**src/rtl/bch_syn_pkg.sv**
```systemverilog
// Shared types and helpers for the syndrome expansion unit.
// Assumes at most 32-bit strength and fields no wider than 16 bits.
package bch_syn_pkg;

    typedef enum logic [2:0] {
        ST_IDLE,
        ST_CLEAR,
        ST_LOAD,
        ST_BITS,
        ST_EVA,
        ST_EVB,
        ST_DONE
    } syn_state_e;

    // Strength code to correction capability t.
    function automatic int unsigned strength_of(logic [2:0] code);
        case (code)
            3'd0:    return 2;
            3'd1:    return 4;
            3'd2:    return 8;
            3'd3:    return 12;
            3'd4:    return 24;
            default: return 32;
        endcase
    endfunction

endpackage

```
**src/rtl/syn_exp_step.sv**
```systemverilog
// Running exponent e = (i * j) mod n for successive j.
// Adds the odd index on every step and folds once; assumes inc < n.
module syn_exp_step #(
    parameter int MMAX = 14
) (
    input  logic            clk,
    input  logic            rst_n,
    input  logic            init,
    input  logic            step_en,
    input  logic [MMAX-1:0] inc,
    input  logic [MMAX-1:0] n,
    output logic [MMAX-1:0] e
);
    logic [MMAX-1:0] e_q;
    logic [MMAX:0]   sum;
    logic [MMAX-1:0] e_next;

    // One modular addition per step.
    always_comb begin
        sum    = {1'b0, e_q} + {1'b0, inc};
        e_next = (sum >= {1'b0, n}) ? MMAX'(sum - {1'b0, n}) : sum[MMAX-1:0];
    end

    // Exponent register, zeroed at the start of each odd syndrome.
    always_ff @(posedge clk) begin
        if (!rst_n)       e_q <= '0;
        else if (init)    e_q <= '0;
        else if (step_en) e_q <= e_next;
    end

    assign e = e_q;

    assert_exp_reduced_R5: assert property (@(posedge clk) disable iff (!rst_n)
        step_en |-> (e_q < n));
endmodule

```
**src/rtl/syn_square.sv**
```systemverilog
// Log-domain squaring: doubles a discrete log modulo n and registers it
// together with a zero flag for the operand. Assumes logv < n.
module syn_square #(
    parameter int MMAX = 14
) (
    input  logic            clk,
    input  logic            rst_n,
    input  logic            load,
    input  logic [MMAX-1:0] logv,
    input  logic            zero_in,
    input  logic [MMAX-1:0] n,
    output logic [MMAX-1:0] dbl,
    output logic            zero
);
    logic [MMAX:0]   twice;
    logic [MMAX-1:0] dbl_next;
    logic [MMAX-1:0] dbl_q;
    logic            zero_q;

    // 2*log folded once into 0..n-1.
    always_comb begin
        twice    = {logv, 1'b0};
        dbl_next = (twice >= {1'b0, n}) ? MMAX'(twice - {1'b0, n}) : twice[MMAX-1:0];
    end

    // Holding register between log read and antilog read.
    always_ff @(posedge clk) begin
        if (!rst_n) begin
            dbl_q  <= '0;
            zero_q <= 1'b1;
        end else if (load) begin
            dbl_q  <= dbl_next;
            zero_q <= zero_in;
        end
    end

    assign dbl  = dbl_q;
    assign zero = zero_q;

    assert_double_reduced_R6: assert property (@(posedge clk) disable iff (!rst_n)
        load |=> (dbl_q < n));
endmodule

```
**src/rtl/syn_regfile.sv**
```systemverilog
// Syndrome storage, entries 1..2*TMAX, one write port, one read port,
// synchronous clear of every entry and a flattened view of all entries.
module syn_regfile #(
    parameter int TMAX = 32,
    parameter int MMAX = 14,
    localparam int NENT = 2 * TMAX,
    localparam int IW   = $clog2(NENT + 1)
) (
    input  logic                 clk,
    input  logic                 rst_n,
    input  logic                 clear,
    input  logic                 wr_en,
    input  logic [IW-1:0]        wr_idx,
    input  logic [MMAX-1:0]      wr_data,
    input  logic [IW-1:0]        rd_idx,
    output logic [MMAX-1:0]      rd_data,
    output logic [NENT*MMAX-1:0] flat
);
    logic [MMAX-1:0] ent [NENT];

    for (genvar s = 0; s < NENT; s++) begin : g_ent
        // Entry s holds syndrome s+1.
        always_ff @(posedge clk) begin
            if (!rst_n || clear)                        ent[s] <= '0;
            else if (wr_en && wr_idx == IW'(s + 1))     ent[s] <= wr_data;
        end
        assign flat[s*MMAX +: MMAX] = ent[s];
    end

    // Combinational read of one entry; index 0 reads zero.
    always_comb begin
        rd_data = '0;
        for (int s = 0; s < NENT; s++)
            if (rd_idx == IW'(s + 1)) rd_data = ent[s];
    end
endmodule

```
**src/rtl/bch_syn_expand.sv**
```systemverilog
// Expands packed BCH partial remainders into 2t syndromes.
// Odd syndromes: bit-serial antilog accumulation, one table read per cycle.
// Even syndromes: log read, doubling, antilog read, in increasing index.
// Assumes combinational table and remainder ports, and MMAX <= 16.
module bch_syn_expand
    import bch_syn_pkg::*;
#(
    parameter int TMAX     = 32,
    parameter int M_NARROW = 13,
    parameter int M_WIDE   = 14,
    localparam int MMAX = M_WIDE,
    localparam int NENT = 2 * TMAX,
    localparam int IW   = $clog2(NENT + 1),
    localparam int TW   = $clog2(TMAX + 1),
    localparam int KW   = $clog2(TMAX),
    localparam int RAW  = KW - 1,
    localparam int JW   = $clog2(MMAX)
) (
    input  logic                 clk,
    input  logic                 rst_n,
    input  logic                 start,
    input  logic [2:0]           strength_sel,
    input  logic                 wide_field,
    output logic [RAW-1:0]       rem_addr,
    input  logic [31:0]          rem_word,
    output logic [MMAX-1:0]      alog_addr,
    input  logic [MMAX-1:0]      alog_data,
    output logic [MMAX-1:0]      log_addr,
    input  logic [MMAX-1:0]      log_data,
    output logic                 done,
    output logic [NENT*MMAX-1:0] syn_flat
);
    syn_state_e      state_q, state_d;
    logic [TW-1:0]   t_q, t_d, t_pick;
    logic            m14_q, m14_d;
    logic [KW-1:0]   k_q, k_d;
    logic [JW-1:0]   j_q, j_d;
    logic [TW-1:0]   ej_q, ej_d;
    logic [15:0]     p_q, p_d;
    logic [MMAX-1:0] acc_q, acc_d, acc_next;

    logic [MMAX-1:0] field_n;
    logic [JW-1:0]   m_last;
    logic [IW-1:0]   odd_idx, even_idx;
    logic [15:0]     half;
    logic            last_k;

    logic            rf_clear, rf_wr;
    logic [IW-1:0]   rf_idx;
    logic [MMAX-1:0] rf_data, rf_rd;
    logic            step_init, step_en;
    logic [MMAX-1:0] step_e;
    logic            sq_load, sq_zero;
    logic [MMAX-1:0] sq_dbl;

    // Field size, bit count and index helpers derived from the latched config.
    always_comb begin
        field_n  = m14_q ? MMAX'((1 << M_WIDE) - 1) : MMAX'((1 << M_NARROW) - 1);
        m_last   = m14_q ? JW'(M_WIDE - 1) : JW'(M_NARROW - 1);
        odd_idx  = IW'({k_q, 1'b0}) + IW'(1);
        even_idx = IW'({ej_q, 1'b0});
        last_k   = (TW'(k_q) == t_q - TW'(1));
        half     = k_q[0] ? rem_word[31:16] : rem_word[15:0];
        t_pick   = (strength_of(strength_sel) > TMAX) ? TW'(TMAX)
                                                      : TW'(strength_of(strength_sel));
    end

    assign rem_addr = k_q[KW-1:1];

    syn_exp_step #(.MMAX(MMAX)) i_step (
        .clk     (clk),
        .rst_n   (rst_n),
        .init    (step_init),
        .step_en (step_en),
        .inc     (MMAX'(odd_idx)),
        .n       (field_n),
        .e       (step_e)
    );

    syn_square #(.MMAX(MMAX)) i_square (
        .clk     (clk),
        .rst_n   (rst_n),
        .load    (sq_load),
        .logv    (log_data),
        .zero_in (rf_rd == '0),
        .n       (field_n),
        .dbl     (sq_dbl),
        .zero    (sq_zero)
    );

    syn_regfile #(.TMAX(TMAX), .MMAX(MMAX)) i_rf (
        .clk     (clk),
        .rst_n   (rst_n),
        .clear   (rf_clear),
        .wr_en   (rf_wr),
        .wr_idx  (rf_idx),
        .wr_data (rf_data),
        .rd_idx  (IW'(ej_q)),
        .rd_data (rf_rd),
        .flat    (syn_flat)
    );

    // Sequencer: clear, odd accumulation per remainder, even squaring, done.
    always_comb begin
        state_d   = state_q;
        t_d       = t_q;
        m14_d     = m14_q;
        k_d       = k_q;
        j_d       = j_q;
        ej_d      = ej_q;
        p_d       = p_q;
        acc_d     = acc_q;
        rf_clear  = 1'b0;
        rf_wr     = 1'b0;
        rf_idx    = '0;
        rf_data   = '0;
        step_init = 1'b0;
        step_en   = 1'b0;
        sq_load   = 1'b0;
        alog_addr = '0;
        log_addr  = '0;
        acc_next  = acc_q ^ (p_q[j_q] ? alog_data : '0);
        case (state_q)
            ST_IDLE: if (start) begin
                t_d     = t_pick;
                m14_d   = wide_field;
                state_d = ST_CLEAR;
            end
            ST_CLEAR: begin
                rf_clear = 1'b1;
                k_d      = '0;
                state_d  = ST_LOAD;
            end
            ST_LOAD: begin
                p_d       = half;
                acc_d     = '0;
                j_d       = '0;
                step_init = 1'b1;
                state_d   = ST_BITS;
            end
            ST_BITS: begin
                alog_addr = step_e;
                step_en   = 1'b1;
                if (j_q == m_last) begin
                    rf_wr   = 1'b1;
                    rf_idx  = odd_idx;
                    rf_data = acc_next;
                    if (last_k) begin
                        ej_d    = TW'(1);
                        state_d = ST_EVA;
                    end else begin
                        k_d     = k_q + KW'(1);
                        state_d = ST_LOAD;
                    end
                end else begin
                    j_d   = j_q + JW'(1);
                    acc_d = acc_next;
                end
            end
            ST_EVA: begin
                log_addr = rf_rd;
                sq_load  = 1'b1;
                state_d  = ST_EVB;
            end
            ST_EVB: begin
                alog_addr = sq_dbl;
                rf_wr     = 1'b1;
                rf_idx    = even_idx;
                rf_data   = sq_zero ? '0 : alog_data;
                if (ej_q == t_q) begin
                    state_d = ST_DONE;
                end else begin
                    ej_d    = ej_q + TW'(1);
                    state_d = ST_EVA;
                end
            end
            default: state_d = ST_IDLE;
        endcase
    end

    // State and datapath registers.
    always_ff @(posedge clk) begin
        if (!rst_n) begin
            state_q <= ST_IDLE;
            t_q     <= '0;
            m14_q   <= 1'b0;
            k_q     <= '0;
            j_q     <= '0;
            ej_q    <= '0;
            p_q     <= '0;
            acc_q   <= '0;
        end else begin
            state_q <= state_d;
            t_q     <= t_d;
            m14_q   <= m14_d;
            k_q     <= k_d;
            j_q     <= j_d;
            ej_q    <= ej_d;
            p_q     <= p_d;
            acc_q   <= acc_d;
        end
    end

    assign done = (state_q == ST_DONE);

    assert_done_single_R8: assert property (@(posedge clk) disable iff (!rst_n)
        done |=> !done);

    assert_cfg_held_busy_R9: assert property (@(posedge clk) disable iff (!rst_n)
        (state_q != ST_IDLE) |=> ($stable(t_q) && $stable(m14_q)));

    assert_write_in_range_R7: assert property (@(posedge clk) disable iff (!rst_n)
        rf_wr |-> ((rf_idx != '0) && (rf_idx <= IW'({t_q, 1'b0}))));

    assert_even_ascending_R6: assert property (@(posedge clk) disable iff (!rst_n)
        (state_q == ST_EVB && ej_q != t_q) |=>
            (state_q == ST_EVA && ej_q == $past(ej_q) + TW'(1)));
endmodule

```
**config.mk**
```make
export PLATFORM = sky130hd
export DESIGN_NAME = bch_syn_expand
export DESIGN_NICKNAME = d
export VERILOG_FILES = /design/src/rtl/bch_syn_pkg.sv /design/src/rtl/syn_exp_step.sv /design/src/rtl/syn_square.sv /design/src/rtl/syn_regfile.sv /design/src/rtl/bch_syn_expand.sv
export SDC_FILE = /design/constraint.sdc
export NUM_CORES = 2
export LEC_CHECK = 0
export ABC_AREA = 0
export CAP_MARGIN = 30
export CORE_AREA = 2 2 393 395
export CTS_BUF_LIST = sky130_fd_sc_hd__clkbuf_16
export CTS_CLUSTER_DIAMETER = 200
export DETAILED_ROUTE_END_ITERATION = 12
export DIE_AREA = 0 0 395 397
export PLACE_DENSITY = 0.66
export REMOVE_ABC_BUFFERS = 1
export SYNTH_ARGS = -nofsm -noshare
export SYNTH_HDL_FRONTEND = slang
export SYNTH_HIERARCHICAL = 1
export SYNTH_SLANG_ARGS = --single-unit
```
**constraint.sdc**
```tcl
create_clock -name clk -period 4.9 [get_ports clk]
set_clock_uncertainty 0.15 [all_clocks]
set_input_delay 0.49 -clock clk [delete_from_list [all_inputs] [get_ports clk]]
set_output_delay 0.49 -clock clk [all_outputs]
set_load 0.005 [all_outputs]
```
### Word level (Yosys, flattened, before mapping)

Memories as Yosys holds them, arrays and structs flattened.
Index checks and enable logic that the tools add are counted.

| word-level totals | value |
|---|---|
| register bits | 84 |
| latch bits | 0 |
| memory bits (writable) | 896 |
| bits in read-only memories | 0 |
| input port bits | 67 |
| output and inout bits | 929 |
| memories kept | 1 |

| cells by class | value |
|---|---|
| add/sub/neg operators | 8 |
| multiply operators | 0 |
| div/mod/pow operators | 0 |
| magnitude comparators | 4 |
| eq/ne operators | 146 |
| shift operators | 0 |
| muxes and demuxes | 360 |
| bitwise operators | 66 |
| reduce and logical (&&, ||, !) cells | 78 |

Memory list:

| name | words | width | rd ports | clocked after Yosys merged registers in | write ports | RTL line | RTL |
|---|---|---|---|---|---|---|---|
| i_rf.ent | 64 | 14 | 64 | 0 | 64 | syn_regfile.sv:19 | `logic [MMAX-1:0] ent [NENT];` |

Operator list:

| operator | number |
|---|---|
| 14-bit two-way mux | 135 |
| 7-bit by 6-bit == test with 1-bit output (second input constant) | 32 |
| 1-bit two-way mux | 201 |
| 6-bit == test (second input constant) | 32 |
| 7-bit by 5-bit == test with 1-bit output (second input constant) | 16 |
| 6-bit by 5-bit == test with 1-bit output (second input constant) | 16 |
| 14-bit one-hot mux with 2 select lines | 3 |
| 1-bit logical AND | 64 |
| 1-bit bitwise OR | 64 |
| 7-bit by 4-bit == test with 1-bit output (second input constant) | 8 |
| 6-bit by 4-bit == test with 1-bit output (second input constant) | 8 |
| 32-bit by 6-bit > comparator with 1-bit output (second input constant) | 1 |
| 15-bit by 14-bit >= comparator with 1-bit output | 2 |
| 6-bit one-hot mux with 5 select lines | 1 |
| 7-bit by 3-bit == test with 1-bit output (second input constant) | 4 |
| 14-bit subtractor | 2 |
| 6-bit by 3-bit == test with 1-bit output (second input constant) | 4 |
| 6-bit two-way mux | 4 |
| 3-bit one-hot mux with 6 select lines | 1 |
| 16-bit two-way mux | 1 |
| 14-bit by 7-bit adder with 15-bit output | 1 |
| 7-bit by 2-bit == test with 1-bit output (second input constant) | 2 |
| 14-bit logical NOT | 1 |
| 7-bit one-hot mux with 2 select lines | 1 |
| 37 further kinds | 58 |

### Depth between registers and ports, before layout

| logic depth | value |
|---|---|
| depth after elaboration | 65 |
| mapped depth | 19 |
| mapped depth without buffers | 16 |

### Modules after synthesis

Netlist, hierarchy kept.

By module, submodules not included:

| module | instances | cells an instance | area an instance (um^2) |
|---|---|---|---|
| syn_regfile | 1 | 3584 | 43125.1 |
| bch_syn_expand | 1 | 497 | 4073.9 |
| syn_exp_step | 1 | 268 | 2003.2 |
| syn_square | 1 | 195 | 1490.2 |

### Worst setup path before layout

No wires, ideal clock.

| path | value |
|---|---|
| path type | register to register |
| start | register j_q[2] |
| end | memory i_rf.ent[22][0] (netlist: i_rf/ent[0][308]), enable pin |
| library setup time | 404 ps |
| data arrival time | 3299 ps |
| data required time | 4346 ps |
| path slack | 1046 ps |
| cell stages (with the launch flop) | 12 |
| buffers on the path | 3 |
| clock period less this slack | 3854 ps |
| cells stage by stage | dfxtp_1 > buf_2 > and3b_1 > and2_0 > buf_2 > nand2_1 > inv_2 > clkbuf_1 > a22o_1 > nor2b_1 > nand3_1 > o21ai_0 |

RTL lines:

| what | RTL line | RTL |
|---|---|---|
| from (decl) | bch_syn_expand.sv:37 | `logic [JW-1:0] j_q, j_d;` |
| from (signal assigned) | bch_syn_expand.sv:197 | `j_q <= j_d;` |
| to (decl) | syn_regfile.sv:19 |  |

### Final worst setup path

| path | value |
|---|---|
| start | register ej_q[0] |
| end | output port log_addr[11] |

| between the ends | value |
|---|---|
| word-level cells in the longest chain between the ends | 65 |
| elaborated cells between the ends (all ways) | 127 |
| classes of those cells | eq/ne: 63; mux: 64 |

Ends and longest elaborated chain:

| what | RTL line | RTL |
|---|---|---|
| from (decl) | bch_syn_expand.sv:38 | `logic [TW-1:0] ej_q, ej_d;` |
| from (signal assigned) | bch_syn_expand.sv:198 | `ej_q <= ej_d;` |
| 6-bit by 1-bit == test with 1-bit output | syn_regfile.sv:34 | `if (rd_idx == IW'(s + 1)) rd_data = ent[s];` |
| 14-bit two-way mux (62 in series) | syn_regfile.sv:34 |  |
| 14-bit two-way mux * | syn_regfile.sv:34 |  |
| via rf_rd[11] | bch_syn_expand.sv:50 | `logic [MMAX-1:0] rf_data, rf_rd;` |
| 14-bit two-way mux * | bch_syn_expand.sv:123 | `case (state_q)` |
| to (decl) | bch_syn_expand.sv:28 | `output logic [MMAX-1:0] log_addr,` |

Mark *: on every way through the listed nets, which the timed path passes. The rest lies on a longest branch.

==> flow_summary.yaml <==
outcome:
  status: "finished with violations"
  violations: "negative setup slack"
pwr:
  vdd_drop_max_mv: 0.3661
  p_leak_nw: 26.32
  p_per_area_mw_per_mm2: 306.7
timing:
  setup_violations: 4
  setup_slack_ns: -0.05405
  drv_slew: 0
  finalSetupTns_ns: -0.1388
  rsz0062_at_grt: "yes"
  finalHoldViolCount: 0
  max_freq_ghz: 0.2019
  worst_slew_pin_slew_ns: 1.080
  timing.final.crit_period_ns: 4.954
  maxSlewHeadroom_pct: 27.71
  finalCritPeriodShare_pct: 101.1
synth:
  synth_top_family_by_area: "simple AND/OR/NAND/NOR gates"
  avgSynthCellArea_um2: 11.16
  synth-compound-area-share_pct: 15.69
  synthMuxAreaShare_pct: 2.695
  async_flop_share_pct: 0
  ys_seq_area_share_pct: 56.35
  synth_cell_type_count: 120
  synth-adder-area-share_pct: 1.254
  synthSimpleGateAreaFrac_pct: 19.14
  yosys_register_bits: 979
  ys.flop_type: "edfxtp_1"
  synthXorXnorAreaFrac_pct: 0.6738
  syn_area_mm2: 0.05069
  syn_inst: 4544
  synth_edf_count: 896
  yosysWarnings: 6
hold_path:
  min_path_cells: 2
  hp-class: "in2reg"
layout:
  drive_gt1_share_pct: 15.85
  final-seq-area_mm2: 0.02859
  layout_commonest_cell: "clkdlybuf4s50_1"
  multi_input_area_mm2: 0.02127
  num-nets-final: 5890
  syn_to_final_growth_pct: 39.88
  layout_common_cells: "clkdlybuf4s50_1 (984), and2_1 (934), edfxtp_1 (896), buf_4 (396), nand2_1 (210)"
  fillers: 14070
  instances_no_fill: 7921
floorplanning:
  die_area_mm2: 0.1568
  pin_count: 996
  die_w_um: 395
  die_h_um: 397
  rows: 144
  fp.coreArea_mm2: 0.1530
  start_util_pct: 33.14
clock_network:
  cts_tree: "built"
  clock_tree.buffer_depth: 3
  cts_made_buffers: 107
  htreeDepth: 3
  clkTransAtPathRegs_ns: 0.06
  root_buffer: "clkbuf_16"
  holdBufCountCts: 0
  clk_latency_ns: 0.80
  clock_sinks: 979
route:
  vias: 48930
  wl_per_cell_um: 40.85
  viasPerCell: 6.177
  drt-total-wl_mm: 323.6
  drt_pass1_iterations: 8
  final_antenna_net_count: 0
  drc_errors: 0
  drt_iter0_drc: 8577
worst_setup_path:
  cp.arrival_ns: 4.31
  worstSetupPathType: "reg2out"
  end_kind: "output pin"
  worstPathRequired_ns: 4.26
  reg2reg_depth: 11
  crit_fanout: 9
  r2r_slack_ns: 0.61
  critPathLaunchType: "register"
placed_design:
  post-dp-hpwl_mm: 248.9
  place_inst: 7629
  place_ws_ns: -0.2581
  port_buffers: 995
  gp_congestion: 1.029
global_routing:
  antenna_found_initial: 34
  grt-ovfl-total: 0
  grt_first_pass_wirelength_mm: 421.4
  grt_pass1_vias: 45010
  grt_max_degree: 65
  grt_usage_pct: 39.65
job:
  cap_violations: 0
-- power breakdown --
| group | total (W) | switching, W | internal [W] |
|---|---|---|---|
| Combinational | 0.00265 | 0.00135 | 0.00130 |
| Clock | 0.00831 | 0.00368 | 0.00463 |
| Sequential | 0.0108 | 0.000982 | 0.00980 |
-- cell usage after synthesis, types with 35 or more instances --
library cell  number  area share, %
and2_1           934             12
edfxtp_1         896             53
o21ai_0          258            2.5
clkbuf_1         257            1.9
nor2_1           228            1.7
nand2_1          218            1.6
a21oi_1          209            2.1
o22ai_1           98            1.2
dfxtp_1           83            3.3
nand3_1           83           0.82
mux2i_1           81            1.6
a22oi_1           77            1.1
inv_1             75           0.56
buf_2             72           0.71
o211ai_1          72            1.1
ha_1              46            1.1
nor3_1            45           0.44
a211oi_1          42           0.62
a31oi_1           38           0.47
a221oi_1          36           0.62
o221ai_1          36           0.62
nor2b_1           35           0.43
-- path summary, 6_finish.rpt --
kind                            startpoint                              to
max reg2reg            j_q[2]$_SDFFE_PN0P_  i_rf/ent[1][165]$_SDFFCE_PN0P_
max                   ej_q[0]$_SDFFE_PN0P_                    log_addr[11]
min                                  rst_n            p_q[15]$_SDFFE_PN0P_
min reg2reg  i_square/dbl[11]$_SDFFE_PN0P_   i_square/dbl[11]$_SDFFE_PN0P_
-- cells by family (layout without fill, tap and decap cells) --
logic type / Yosys count / after routing
fa+ha+maj: 49 / 49
simple gates: 1708 / 1708
compound gates: 1168 / 1168
mux: 121 / 121
xor+xnor: 39 / 39
flops: 979 / 979
other cells: 2 / 52
buf+inv: 478 / 1761
-- final cells by class --
| cell class | count | area share (%) |
|---|---|---|
| Timing Repair Buffer | 1482 | 20.57 |
| Tap cell | 2044 | 3.607 |
| Inverter | 78 | 0.4182 |
| Clock buffer | 108 | 3.811 |
| Clock inverter | 93 | 1.242 |
| Multi-Input combinational cell | 3126 | 29.99 |
| Sequential cell | 979 | 40.32 |
| Antenna cell | 11 | 0.03882 |
-- per-stage QoR --
stage               area [µm²]  util [%]  hold WS [ns]  total power (W)
floorplan                49010         -        0.2909          0.01112
global placement         65110     42.56        0.3208          0.01343
detailed placement       65170     42.60        0.3241          0.01344
CTS                      70030     45.78       0.02750          0.02161
global route             70880     46.34       0.04830          0.02214
finish                   70910     46.35       0.04961          0.02174
-- worst max-delay path, stage by stage, from the launching register on --
cell,delay (ns)
dfxtp_4,0.37
buf_12,0.16
buf_16,0.15
nand4b_1,0.18
buf_4,0.26
o22ai_1,0.15
o41ai_2,0.49
buf_4,0.19
and4bb_1,0.23
o21ai_0,0.17
o31ai_4,0.41
and2_1,0.21
clkdlybuf4s50_1,0.52
-- state kept, by name (all words and copies together) (netlist names) --
signal and count:
p_q 16, i_rf/ent 896, m14_q 1, j_q 4, i_square/zero 1, state_q 3, i_step/e 14, ej_q 6
t_q 5, k_q 5, acc_q 14, i_square/dbl 14
-- per-layer routing --
layer  vias up  GRT usage, %  part of all wire [%]
met2      4404         58.10                    42
met3       882         15.97                    15
met1     24370         49.53                    36
met5         -       0.09080                 0.034
li1      19260             -                     -
met4        18         22.27                   6.9
-- repair_timing --
item                                    CTS  global route
pin swaps                                38            56
cloned                                    4             2
setup buffers                            42            31
gates resized for setup                 159           123
endpoints found under the setup margin   15            12
Note: power is estimated with default switching activity, not from simulation.
